**config.mk**
```make
export PLATFORM = sky130hd
export DESIGN_NAME = ifb_frame_builder
export DESIGN_NICKNAME = d
export VERILOG_FILES = /design/src/rtl/ifb_pkg.sv /design/src/rtl/ifb_addr_gen.sv /design/src/rtl/ifb_slot_mux.sv /design/src/rtl/ifb_flag_edit.sv /design/src/rtl/ifb_seq.sv /design/src/rtl/ifb_frame_builder.sv
export SDC_FILE = /design/constraint.sdc
export NUM_CORES = 1
export LEC_CHECK = 0
export CELL_PAD_IN_SITES_DETAIL_PLACEMENT = 0
export CELL_PAD_IN_SITES_GLOBAL_PLACEMENT = 1
export CORE_AREA = 2 2 264 266
export DETAILED_ROUTE_END_ITERATION = 10
export DIE_AREA = 0 0 266 268
export PLACE_DENSITY_LB_ADDON = 0.1
export SYNTH_ARGS = -nofsm -noshare
export SYNTH_HDL_FRONTEND = slang
export SYNTH_SLANG_ARGS = --single-unit
```
**constraint.sdc**
```tcl
create_clock -name clk -period 4.8 [get_ports clk]
set_input_delay 0.96 -clock clk [delete_from_list [all_inputs] [get_ports clk]]
set_output_delay 0.96 -clock clk [all_outputs]
set_load 0.1 [all_outputs]
```
**src/rtl/ifb_pkg.sv**
```systemverilog
package ifb_pkg;
  localparam int FRAME_SLOTS = 5;
  localparam int SLOT_RIP    = 0;
  localparam int SLOT_CS     = 1;
  localparam int SLOT_FLAGS  = 2;
  localparam int SLOT_SP     = 3;
  localparam int SLOT_SS     = 4;
  localparam int TF_BIT      = 8;
  localparam int IF_BIT      = 9;
  localparam int NT_BIT      = 14;
  localparam int RF_BIT      = 16;

  typedef enum logic [2:0] {
    ST_IDLE, ST_PROBE, ST_PWAIT, ST_WRITE,
    ST_COMMIT, ST_DONE, ST_UNSUP, ST_ABORT
  } seq_st_e;
endpackage

```
**src/rtl/ifb_addr_gen.sv**
```systemverilog
module ifb_addr_gen #(
  parameter int DATA_W      = 64,
  parameter int ALIGN_BYTES = 16,
  parameter int IDX_W       = 3
) (
  input  logic [DATA_W-1:0] rsp,
  input  logic              probe,
  input  logic              probe_hi,
  input  logic [IDX_W-1:0]  slot_idx,
  output logic [DATA_W-1:0] base,
  output logic [DATA_W-1:0] addr
);
  import ifb_pkg::*;
  localparam int SLOT_BYTES  = DATA_W / 8;
  localparam int FRAME_BYTES = FRAME_SLOTS * SLOT_BYTES;
  localparam int LAST_OFF    = (FRAME_SLOTS - 1) * SLOT_BYTES;

  logic [DATA_W-1:0] lowered;
  logic [DATA_W-1:0] offset;

  assign lowered = rsp - DATA_W'(FRAME_BYTES);
  assign base    = lowered & ~DATA_W'(ALIGN_BYTES - 1);

  always_comb begin
    if (probe) offset = probe_hi ? DATA_W'(LAST_OFF) : '0;
    else       offset = DATA_W'(slot_idx) * DATA_W'(SLOT_BYTES);
  end

  assign addr = base + offset;
endmodule

```
**src/rtl/ifb_slot_mux.sv**
```systemverilog
module ifb_slot_mux #(
  parameter int DATA_W = 64,
  parameter int SLOTS  = 5,
  parameter int IDX_W  = 3
) (
  input  logic [SLOTS*DATA_W-1:0] slots_flat,
  input  logic [IDX_W-1:0]        sel,
  output logic [DATA_W-1:0]       data
);
  logic [DATA_W-1:0] part [SLOTS];

  for (genvar g = 0; g < SLOTS; g++) begin : g_slot
    assign part[g] = (sel == IDX_W'(g)) ? slots_flat[g*DATA_W +: DATA_W] : '0;
  end

  always_comb begin
    data = '0;
    for (int i = 0; i < SLOTS; i++) data = data | part[i];
  end
endmodule

```
**src/rtl/ifb_flag_edit.sv**
```systemverilog
module ifb_flag_edit #(
  parameter int DATA_W = 64
) (
  input  logic [DATA_W-1:0] old_flags,
  input  logic              trap_gate,
  output logic [DATA_W-1:0] new_flags
);
  import ifb_pkg::*;
  always_comb begin
    new_flags         = old_flags;
    new_flags[TF_BIT] = 1'b0;
    new_flags[NT_BIT] = 1'b0;
    new_flags[RF_BIT] = 1'b0;
    if (!trap_gate) new_flags[IF_BIT] = 1'b0;
  end
endmodule

```
**src/rtl/ifb_seq.sv**
```systemverilog
module ifb_seq #(
  parameter int SLOTS = 5,
  parameter int IDX_W = 3
) (
  input  logic             clk,
  input  logic             rst_n,
  input  logic             req_valid,
  input  logic             unsup,
  input  logic             mem_ready,
  input  logic             rsp_valid,
  input  logic             rsp_fault,
  output logic             req_ready,
  output logic             accept,
  output logic             mem_valid,
  output logic             mem_probe,
  output logic             probe_hi,
  output logic [IDX_W-1:0] slot_idx,
  output logic             upd_valid,
  output logic             done,
  output logic             err_unsup,
  output logic             err_fault
);
  import ifb_pkg::*;
  localparam logic [IDX_W-1:0] LAST_IDX = IDX_W'(SLOTS - 1);

  seq_st_e st_q;

  assign req_ready = (st_q == ST_IDLE);
  assign accept    = req_valid && req_ready;
  assign mem_valid = (st_q == ST_PROBE) || (st_q == ST_WRITE);
  assign mem_probe = (st_q == ST_PROBE);
  assign upd_valid = (st_q == ST_COMMIT);
  assign done      = (st_q == ST_DONE);
  assign err_unsup = (st_q == ST_UNSUP);
  assign err_fault = (st_q == ST_ABORT);

  always_ff @(posedge clk or negedge rst_n) begin
    if (!rst_n) begin
      st_q     <= ST_IDLE;
      probe_hi <= 1'b0;
      slot_idx <= '0;
    end else begin
      case (st_q)
        ST_IDLE: if (accept) begin
          st_q     <= unsup ? ST_UNSUP : ST_PROBE;
          probe_hi <= 1'b0;
          slot_idx <= '0;
        end
        ST_PROBE: if (mem_ready) st_q <= ST_PWAIT;
        ST_PWAIT: if (rsp_valid) begin
          if (rsp_fault)     st_q <= ST_ABORT;
          else if (probe_hi) st_q <= ST_WRITE;
          else begin
            probe_hi <= 1'b1;
            st_q     <= ST_PROBE;
          end
        end
        ST_WRITE: if (mem_ready) begin
          if (slot_idx == LAST_IDX) st_q <= ST_COMMIT;
          else slot_idx <= slot_idx + 1'b1;
        end
        ST_COMMIT: st_q <= ST_DONE;
        default:   st_q <= ST_IDLE;
      endcase
    end
  end
endmodule

```
**src/rtl/ifb_frame_builder.sv**
```systemverilog
module ifb_frame_builder #(
  parameter int DATA_W      = 64,
  parameter int SEL_W       = 16,
  parameter int IST_W       = 3,
  parameter int ALIGN_BYTES = 16
) (
  input  logic              clk,
  input  logic              rst_n,
  input  logic              req_valid,
  output logic              req_ready,
  input  logic [SEL_W-1:0]  gate_sel,
  input  logic [DATA_W-1:0] gate_off,
  input  logic              gate_trap,
  input  logic [IST_W-1:0]  ist_idx,
  input  logic              priv_chg,
  input  logic [DATA_W-1:0] ret_rip,
  input  logic [SEL_W-1:0]  cur_cs,
  input  logic [SEL_W-1:0]  cur_ss,
  input  logic [DATA_W-1:0] cur_rsp,
  input  logic [DATA_W-1:0] cur_rflags,
  output logic              mem_valid,
  input  logic              mem_ready,
  output logic              mem_probe,
  output logic [DATA_W-1:0] mem_addr,
  output logic [DATA_W-1:0] mem_data,
  input  logic              rsp_valid,
  input  logic              rsp_fault,
  output logic              upd_valid,
  output logic [DATA_W-1:0] upd_rsp,
  output logic [SEL_W-1:0]  upd_ss,
  output logic [SEL_W-1:0]  upd_cs,
  output logic [DATA_W-1:0] upd_rip,
  output logic [DATA_W-1:0] upd_rflags,
  output logic              done,
  output logic              err_unsup,
  output logic              err_fault
);
  import ifb_pkg::*;
  localparam int IDX_W = $clog2(FRAME_SLOTS);

  logic              accept, probe_hi, unsup;
  logic [IDX_W-1:0]  slot_idx;
  logic [SEL_W-1:0]  sel_q, cs_q, ss_q;
  logic [DATA_W-1:0] off_q, rip_q, rsp_q, flags_q, base;
  logic              trap_q;
  logic [FRAME_SLOTS*DATA_W-1:0] slots_flat;

  assign unsup = (ist_idx != '0) || priv_chg;

  always_ff @(posedge clk or negedge rst_n) begin
    if (!rst_n) begin
      sel_q <= '0; cs_q <= '0; ss_q <= '0; trap_q <= 1'b0;
      off_q <= '0; rip_q <= '0; rsp_q <= '0; flags_q <= '0;
    end else if (accept) begin
      sel_q   <= gate_sel;
      off_q   <= gate_off;
      trap_q  <= gate_trap;
      rip_q   <= ret_rip;
      cs_q    <= cur_cs;
      ss_q    <= cur_ss;
      rsp_q   <= cur_rsp;
      flags_q <= cur_rflags;
    end
  end

  ifb_seq #(.SLOTS(FRAME_SLOTS), .IDX_W(IDX_W)) u_seq (
    .clk(clk), .rst_n(rst_n), .req_valid(req_valid), .unsup(unsup),
    .mem_ready(mem_ready), .rsp_valid(rsp_valid), .rsp_fault(rsp_fault),
    .req_ready(req_ready), .accept(accept), .mem_valid(mem_valid),
    .mem_probe(mem_probe), .probe_hi(probe_hi), .slot_idx(slot_idx),
    .upd_valid(upd_valid), .done(done), .err_unsup(err_unsup),
    .err_fault(err_fault)
  );

  ifb_addr_gen #(.DATA_W(DATA_W), .ALIGN_BYTES(ALIGN_BYTES), .IDX_W(IDX_W)) u_addr (
    .rsp(rsp_q), .probe(mem_probe), .probe_hi(probe_hi),
    .slot_idx(slot_idx), .base(base), .addr(mem_addr)
  );

  assign slots_flat[SLOT_RIP*DATA_W   +: DATA_W] = rip_q;
  assign slots_flat[SLOT_CS*DATA_W    +: DATA_W] = DATA_W'(cs_q);
  assign slots_flat[SLOT_FLAGS*DATA_W +: DATA_W] = flags_q;
  assign slots_flat[SLOT_SP*DATA_W    +: DATA_W] = rsp_q;
  assign slots_flat[SLOT_SS*DATA_W    +: DATA_W] = DATA_W'(ss_q);

  ifb_slot_mux #(.DATA_W(DATA_W), .SLOTS(FRAME_SLOTS), .IDX_W(IDX_W)) u_mux (
    .slots_flat(slots_flat), .sel(slot_idx), .data(mem_data)
  );

  ifb_flag_edit #(.DATA_W(DATA_W)) u_flags (
    .old_flags(flags_q), .trap_gate(trap_q), .new_flags(upd_rflags)
  );

  assign upd_rsp = base;
  assign upd_ss  = ss_q;
  assign upd_cs  = sel_q;
  assign upd_rip = off_q;
endmodule

```
==> results.json, run 1 <==
{
  "maxCapViolCount": 0,
  "ios": 674,
  "met2_usage_pct": 37.2,
  "arrival_ns": 4.22,
  "yosys_register_bits": 312,
  "cp_max_fo": 5,
  "finalCritPeriodShare_pct": 108,
  "wl_per_cell_microns": 21.5,
  "worstSetupPathType": "flop to output port",
  "rsz0062_at_grt": "true",
  "cpMostUsedCell": "buf_4",
  "fill_cells": 6766,
  "hpwl_microns": 61300,
  "ys_seq_area_share_pct": 47.1,
  "die_width_microns": 266,
  "critical_path.startpoint_type": "flop",
  "grtUsageMet3_pct": 7.31,
  "cts_sinks": 312,
  "dp.cells": 3556,
  "required_ns": 3.84,
  "final_max_slew_viol_count": 0,
  "cp_slowest_cell": "or4_4",
  "max_freq_ghz": 0.193,
  "busiest_layer": "met2",
  "skew_ns": 0.0279,
  "antenna_found_initial": 16,
  "crit_path_end_kind": "output port",
  "setup_viol": 30,
  "cts_max_level": 2,
  "fin_tns_setup_ns": -6.92,
  "outcome": "complete, but fails checks",
  "dieArea_sq_um": 71300,
  "drtIter0Drc": 1174,
  "cts_buffers": 42,
  "violations": "negative setup slack",
  "globalRouteOverflowTotal": 0,
  "area_growth_pct": 72.9,
  "ys.flop_type": "dfrtp_1",
  "initial_core_util_pct": 24.3,
  "mostFrequentLayoutCells": "nand2_1 (957), clkdlybuf4s50_1 (480), dfrtp_1 (310)",
  "tightest_slew_ns": 1.15,
  "final_common_cell": "nand2_1",
  "whs_ns": 0.382,
  "grt_max_degree": 99,
  "hold_viol_final": 0,
  "cts_tree": "built",
  "ys_types": 71,
  "slowest_delay_ns": 0.58,
  "dr.pass1.iters": 7,
  "synth_edf_count": 0,
  "synth_area_sq_um": 16600,
  "max_slew_margin_pct": 23.4,
  "min_path_type": "primary input to asynchronous set/reset pin",
  "cts_buffer_depth": 3,
  "grt_pass1_vias": 17296,
  "crit_chain": "buf_4 > or4_4 > nor3_4 > nand4b_1 > a222oi_1 > buf_4 > nand4b_4 > nor4_4 > buf_4 > nand4_4 > buf_6 > nor4_4 > xor2_4 > buf_12",
  "routed_wl_microns": 79300,
  "grt_pass1_wl_microns": 115000,
  "layout.nets": 3090,
  "vias_per_cell": 4.62,
  "async_reset_ff_share_pct": 100,
  "drive_gt1_share_pct": 22.1,
  "grt_use_met1_pct": 25.8,
  "synth_cells": 2056,
  "grt_usage_pct": 21.5,
  "clkTransAtPathRegs_ns": 0.06,
  "avgSynthCellArea_sq_um": 8.06,
  "setup_ws_ns": -0.382,
  "gp_congestion": 0.856,
  "cts_root_buf": "clkbuf_16",
  "vias": 17019,
  "rows": 96,
  "yosysWarnings": 0,
  "die_h_microns": 268,
  "period_minus_slack_ns": 5.18,
  "drc": 0,
  "core_sq_um": 68200,
  "clock_latency_ns": 0.57,
  "io_buffers": 663,
  "postRouteAntennaNets": 0,
  "fin_cells": 3684
}
Yosys cell counts (all sizes together), types with 4 or more instances:
cell type | instances | area, sq um
nor2 | 48 | 180
xnor2 | 76 | 673
and2 | 13 | 81.3
or3 | 12 | 75.1
nand4b | 4 | 41.3
nor2b | 6 | 37.5
ha | 8 | 100
nand4 | 20 | 153
or2 | 9 | 58.8
dfrtp | 312 | 7810
or4 | 12 | 97.6
and3 | 4 | 25.0
o31ai | 5 | 37.5
xor2 | 23 | 201
nor3 | 30 | 155
nand2 | 969 | 3640
a22oi | 27 | 203
o21ai | 27 | 139
a31oi | 4 | 25.0
a222oi | 55 | 551
buf | 83 | 606
inv | 85 | 319
clkbuf | 105 | 394
nor4 | 31 | 334
nand2b | 6 | 37.5
nand3 | 29 | 158
a21oi | 9 | 45.0
worst max-delay path, delay by kind of cell (launching register included):
kind | cells | cell delay, ns
flops | 1 | 0.38
xor+xnor | 1 | 0.20
buf+inv | 5 | 0.92
simple gates | 7 | 1.78
compound gates | 1 | 0.35
final timing paths:
| check | start | end | slack [ns] | cells after the start |
|---|---|---|---|---|
| max | rsp_q[11] | mem_addr[63] | -0.38 | 14 |
| min | rst_n | flags_q[35] | 0.38 | 1 |
| max reg2reg | u_seq.st_q[1] | rsp_q[52] | 2.18 | 6 |
| min reg2reg | trap_q | trap_q | 0.47 | 2 |
| max in group asynchronous | rst_n | rsp_q[52] | 3.18 | 2 |
| min in group clk | trap_q | trap_q | 0.47 | 2 |
state kept, by name, summed over array words and instances, names as in the netlist, 16 cells and up:
name     count
rsp_q       64
upd_ss      16
upd_rip     64
upd_cs      16
rip_q       64
flags_q     64
cs_q        16
through the flow:
stage / area, sq um / setup slack (ns) / util (%)
floorplan: 17700 / -1.15 / -
CTS: 28000 / -0.489 / 41.1
global placement: 26300 / 0.00832 / 38.5
finish: 28600 / -0.382 / 42.0
detailed placement: 26300 / -0.0702 / 38.5
global route: 28600 / -0.587 / 42.0
timing repair:
action,CTS,global route
endpoints found under the hold margin,0,0
hold buffers,0,0
setup buffers,21,25
cloned,1,2
endpoints found under the setup margin,38,40
pin swaps,26,42
gates resized for setup,44,82
area by class of cell:
| type | count | area, sq um | share of cell area, % |
|---|---|---|---|
| diodes | 6 | 15.0 | 0.0524 |
| clock buffers | 63 | 1250 | 4.37 |
| clock inverters | 11 | 115 | 0.402 |
| inverters | 85 | 330 | 1.15 |
| multi-input cells | 1481 | 9040 | 31.6 |
| flip-flops and latches | 312 | 7810 | 27.3 |
| well taps | 882 | 1100 | 3.85 |
| repair buffers | 844 | 8970 | 31.3 |
layer usage:
metal	wire (microns)	share of wire (%)	up-vias
li1	-	-	8034
met1	31600	40	8335
met2	39500	50	535
met3	6680	8.4	95
met4	1440	1.8	20
met5	129	0.16	-
logic make-up after synthesis:
family                   share of synthesized area [%]
other                                           0.0226
buffers and inverters                             7.96
AND/OR/NAND/NOR                                   31.3
flip-flops                                        47.1
multiplexers                                     0.189
adder cells (fa/ha/maj)                          0.725
AO/OA/AOI/OAI                                     7.34
XOR/XNOR                                          5.28
Power of run 1 is left out: the tool's default activity adds up to more than one toggle a clock period on the data nets, which glitch-free logic cannot reach.
==> inputs of run 2 (changes only) <==
- CORE_AREA: 2 2 264 266 -> 2 2 260 262
- DIE_AREA: 0 0 266 268 -> 0 0 262 264
- REMOVE_ABC_BUFFERS: default -> 1
==> run 2 against run 1 <==
Against the previous run: the flow still finishes with violations (negative setup slack); non-clock buffer count decreased by 15; wire length decreased by 3.9%; cell count decreased by 0.71%; critical endpoint is now mem_addr[56]; worst setup slack improved by 0.10 ns; clock skew decreased by 0.0032 ns; highest routed layer unchanged; cell area decreased by 2.5%; die area decreased by 3.0%; utilization about the same; sequential share of layout area increased by 0.75 points.
==> results.json, run 2 (synthesized netlist as in run 1, its figures left out) <==
{
  "drc": 0,
  "rsz0062_at_grt": "true",
  "skew_ns": 0.0247,
  "dieArea_sq_um": 69200,
  "vias": 16840,
  "cts_buffers": 42,
  "cpMostUsedCell": "buf_6",
  "fill_cells": 6657,
  "dp.cells": 3541,
  "worstSetupPathType": "flop to output port",
  "cts_buffer_depth": 3,
  "drive_gt1_share_pct": 20.3,
  "grt_usage_pct": 21.4,
  "crit_chain": "nor4_4 > buf_6 > nand2_4 > or4_4 > buf_6 > or4_4 > xnor2_4 > buf_6 > nand4_4 > nor3b_4 > xor2_1 > clkbuf_16",
  "max_slew_margin_pct": 26.9,
  "cts_tree": "built",
  "hold_buffers": 0,
  "multi_input_area_sq_um": 8440,
  "vias_per_cell": 4.60,
  "cts_root_buf": "clkbuf_16",
  "final_common_cell": "nand2_1",
  "fin_tns_setup_ns": -4.57,
  "cp_max_fo": 7,
  "max_freq_ghz": 0.197,
  "postRouteAntennaNets": 0,
  "met1_length_microns": 31300,
  "min_path_type": "primary input to asynchronous set/reset pin",
  "tightest_slew_ns": 1.10,
  "cts_sinks": 312,
  "clkTransAtPathRegs_ns": 0.06,
  "required_ns": 3.84,
  "slowest_delay_ns": 0.59,
  "layout.nets": 3075,
  "finalCritPeriodShare_pct": 106,
  "initial_core_util_pct": 24.9,
  "core_sq_um": 66600,
  "r2r_cells": 6,
  "antenna_found_initial": 13,
  "grt_pass1_wl_microns": 112000,
  "setup_viol": 27,
  "rows": 95,
  "dr_wl_met3_microns": 5170,
  "ios": 674,
  "maxCapViolCount": 0,
  "io_buffers": 663,
  "outcome": "complete, but fails checks",
  "top_layer": "met5",
  "hpwl_microns": 57200,
  "area_growth_pct": 68.4,
  "final_max_slew_viol_count": 0,
  "arrival_ns": 4.12,
  "met2_length_microns": 37400,
  "drtIter0Drc": 1278,
  "critical_path.startpoint_type": "flop",
  "grt_max_degree": 105,
  "grt_pass1_vias": 17181,
  "cp_slowest_cell": "or4_4",
  "crit_path_end_kind": "output port",
  "wl_per_cell_microns": 20.8,
  "die_h_microns": 264,
  "die_width_microns": 262,
  "setup_ws_ns": -0.279,
  "clock_latency_ns": 0.57,
  "fin_cells": 3658,
  "violations": "negative setup slack",
  "period_minus_slack_ns": 5.08,
  "gp_congestion": 0.867,
  "register_area_sq_um": 7820,
  "routed_wl_microns": 76200,
  "mostFrequentLayoutCells": "nand2_1 (964), clkdlybuf4s50_1 (482), dfrtp_1 (301)",
  "hold_viol_final": 0,
  "globalRouteOverflowTotal": 0,
  "dr.pass1.iters": 9,
  "cts_max_level": 2
}
==> run 2: cell count changes in the layout (fill, tap and decap cells not counted), moves of 4 or more <==
cell and change:
buf_8 -4, xnor2_1 +21, xor2_4 -8, dfrtp_2 +9
buf_4 -5, buf_6 -5, nand2_2 -6, nand2_1 +7
buf_12 -5, xor2_1 +6, nor2_4 -4, dfrtp_1 -9
xnor2_4 -21
==> run 2: path summary, 6_finish.rpt <==
check,startpoint,endpoint,slack [ns]
max,rsp_q[9],mem_addr[56],-0.28
max in group asynchronous,rst_n,upd_rip[2],3.39
min reg2reg,trap_q,trap_q,0.47
max reg2reg,u_seq.st_q[1],rsp_q[32],2.25
min in group clk,trap_q,trap_q,0.47
min,rst_n,flags_q[23],0.37
==> run 2: worst max-delay path, delay by kind of cell, from the launching register on <==
| family | cells | cell delay (ns) |
|---|---|---|
| and+or+nand+nor | 6 | 1.86 |
| buffers and inverters | 4 | 0.73 |
| xor gates and xnor gates | 2 | 0.50 |
| DFF | 1 | 0.42 |
==> run 2: stage by stage <==
step	hold WS, ns	instance area (sq um)	util, %	worst slack [ns]
6_report	0.372	27900	41.9	-0.279
5_1_grt	0.410	27900	41.9	-0.438
4_1_cts	0.401	27100	40.7	-0.309
2_1_floorplan	0.438	15600	-	-4.55
3_3_place_gp	0.454	25200	37.8	0.0277
3_5_place_dp	0.456	25200	37.8	-0.0663
==> run 2: cell type report <==
type / instances / area share (%)
diodes: 8 / 0.0717
inverters: 85 / 1.14
clock inverters: 10 / 0.381
well taps: 873 / 3.91
multi-input cells: 1481 / 30.3
clock buffers: 60 / 4.48
flip-flops and latches: 312 / 28.0
repair buffers: 829 / 31.7
==> run 2: routing by layer <==
layer  up-vias  global-route usage [%]
met3       111                    5.12
met4         8                    7.24
met5         -                       0
met1      8182                    26.8
met2       540                    36.0
li1       7999                       -
==> run 2: what timing repair did <==
action | in CTS | in global routing
endpoints found under the hold margin | 0 | 0
cloned | 1 | 0
setup endpoints to repair | 41 | 40
pin swaps | 28 | 39
buffers inserted | 24 | 15
gates resized for setup | 68 | 117
Power of run 2 is left out for the same reason.
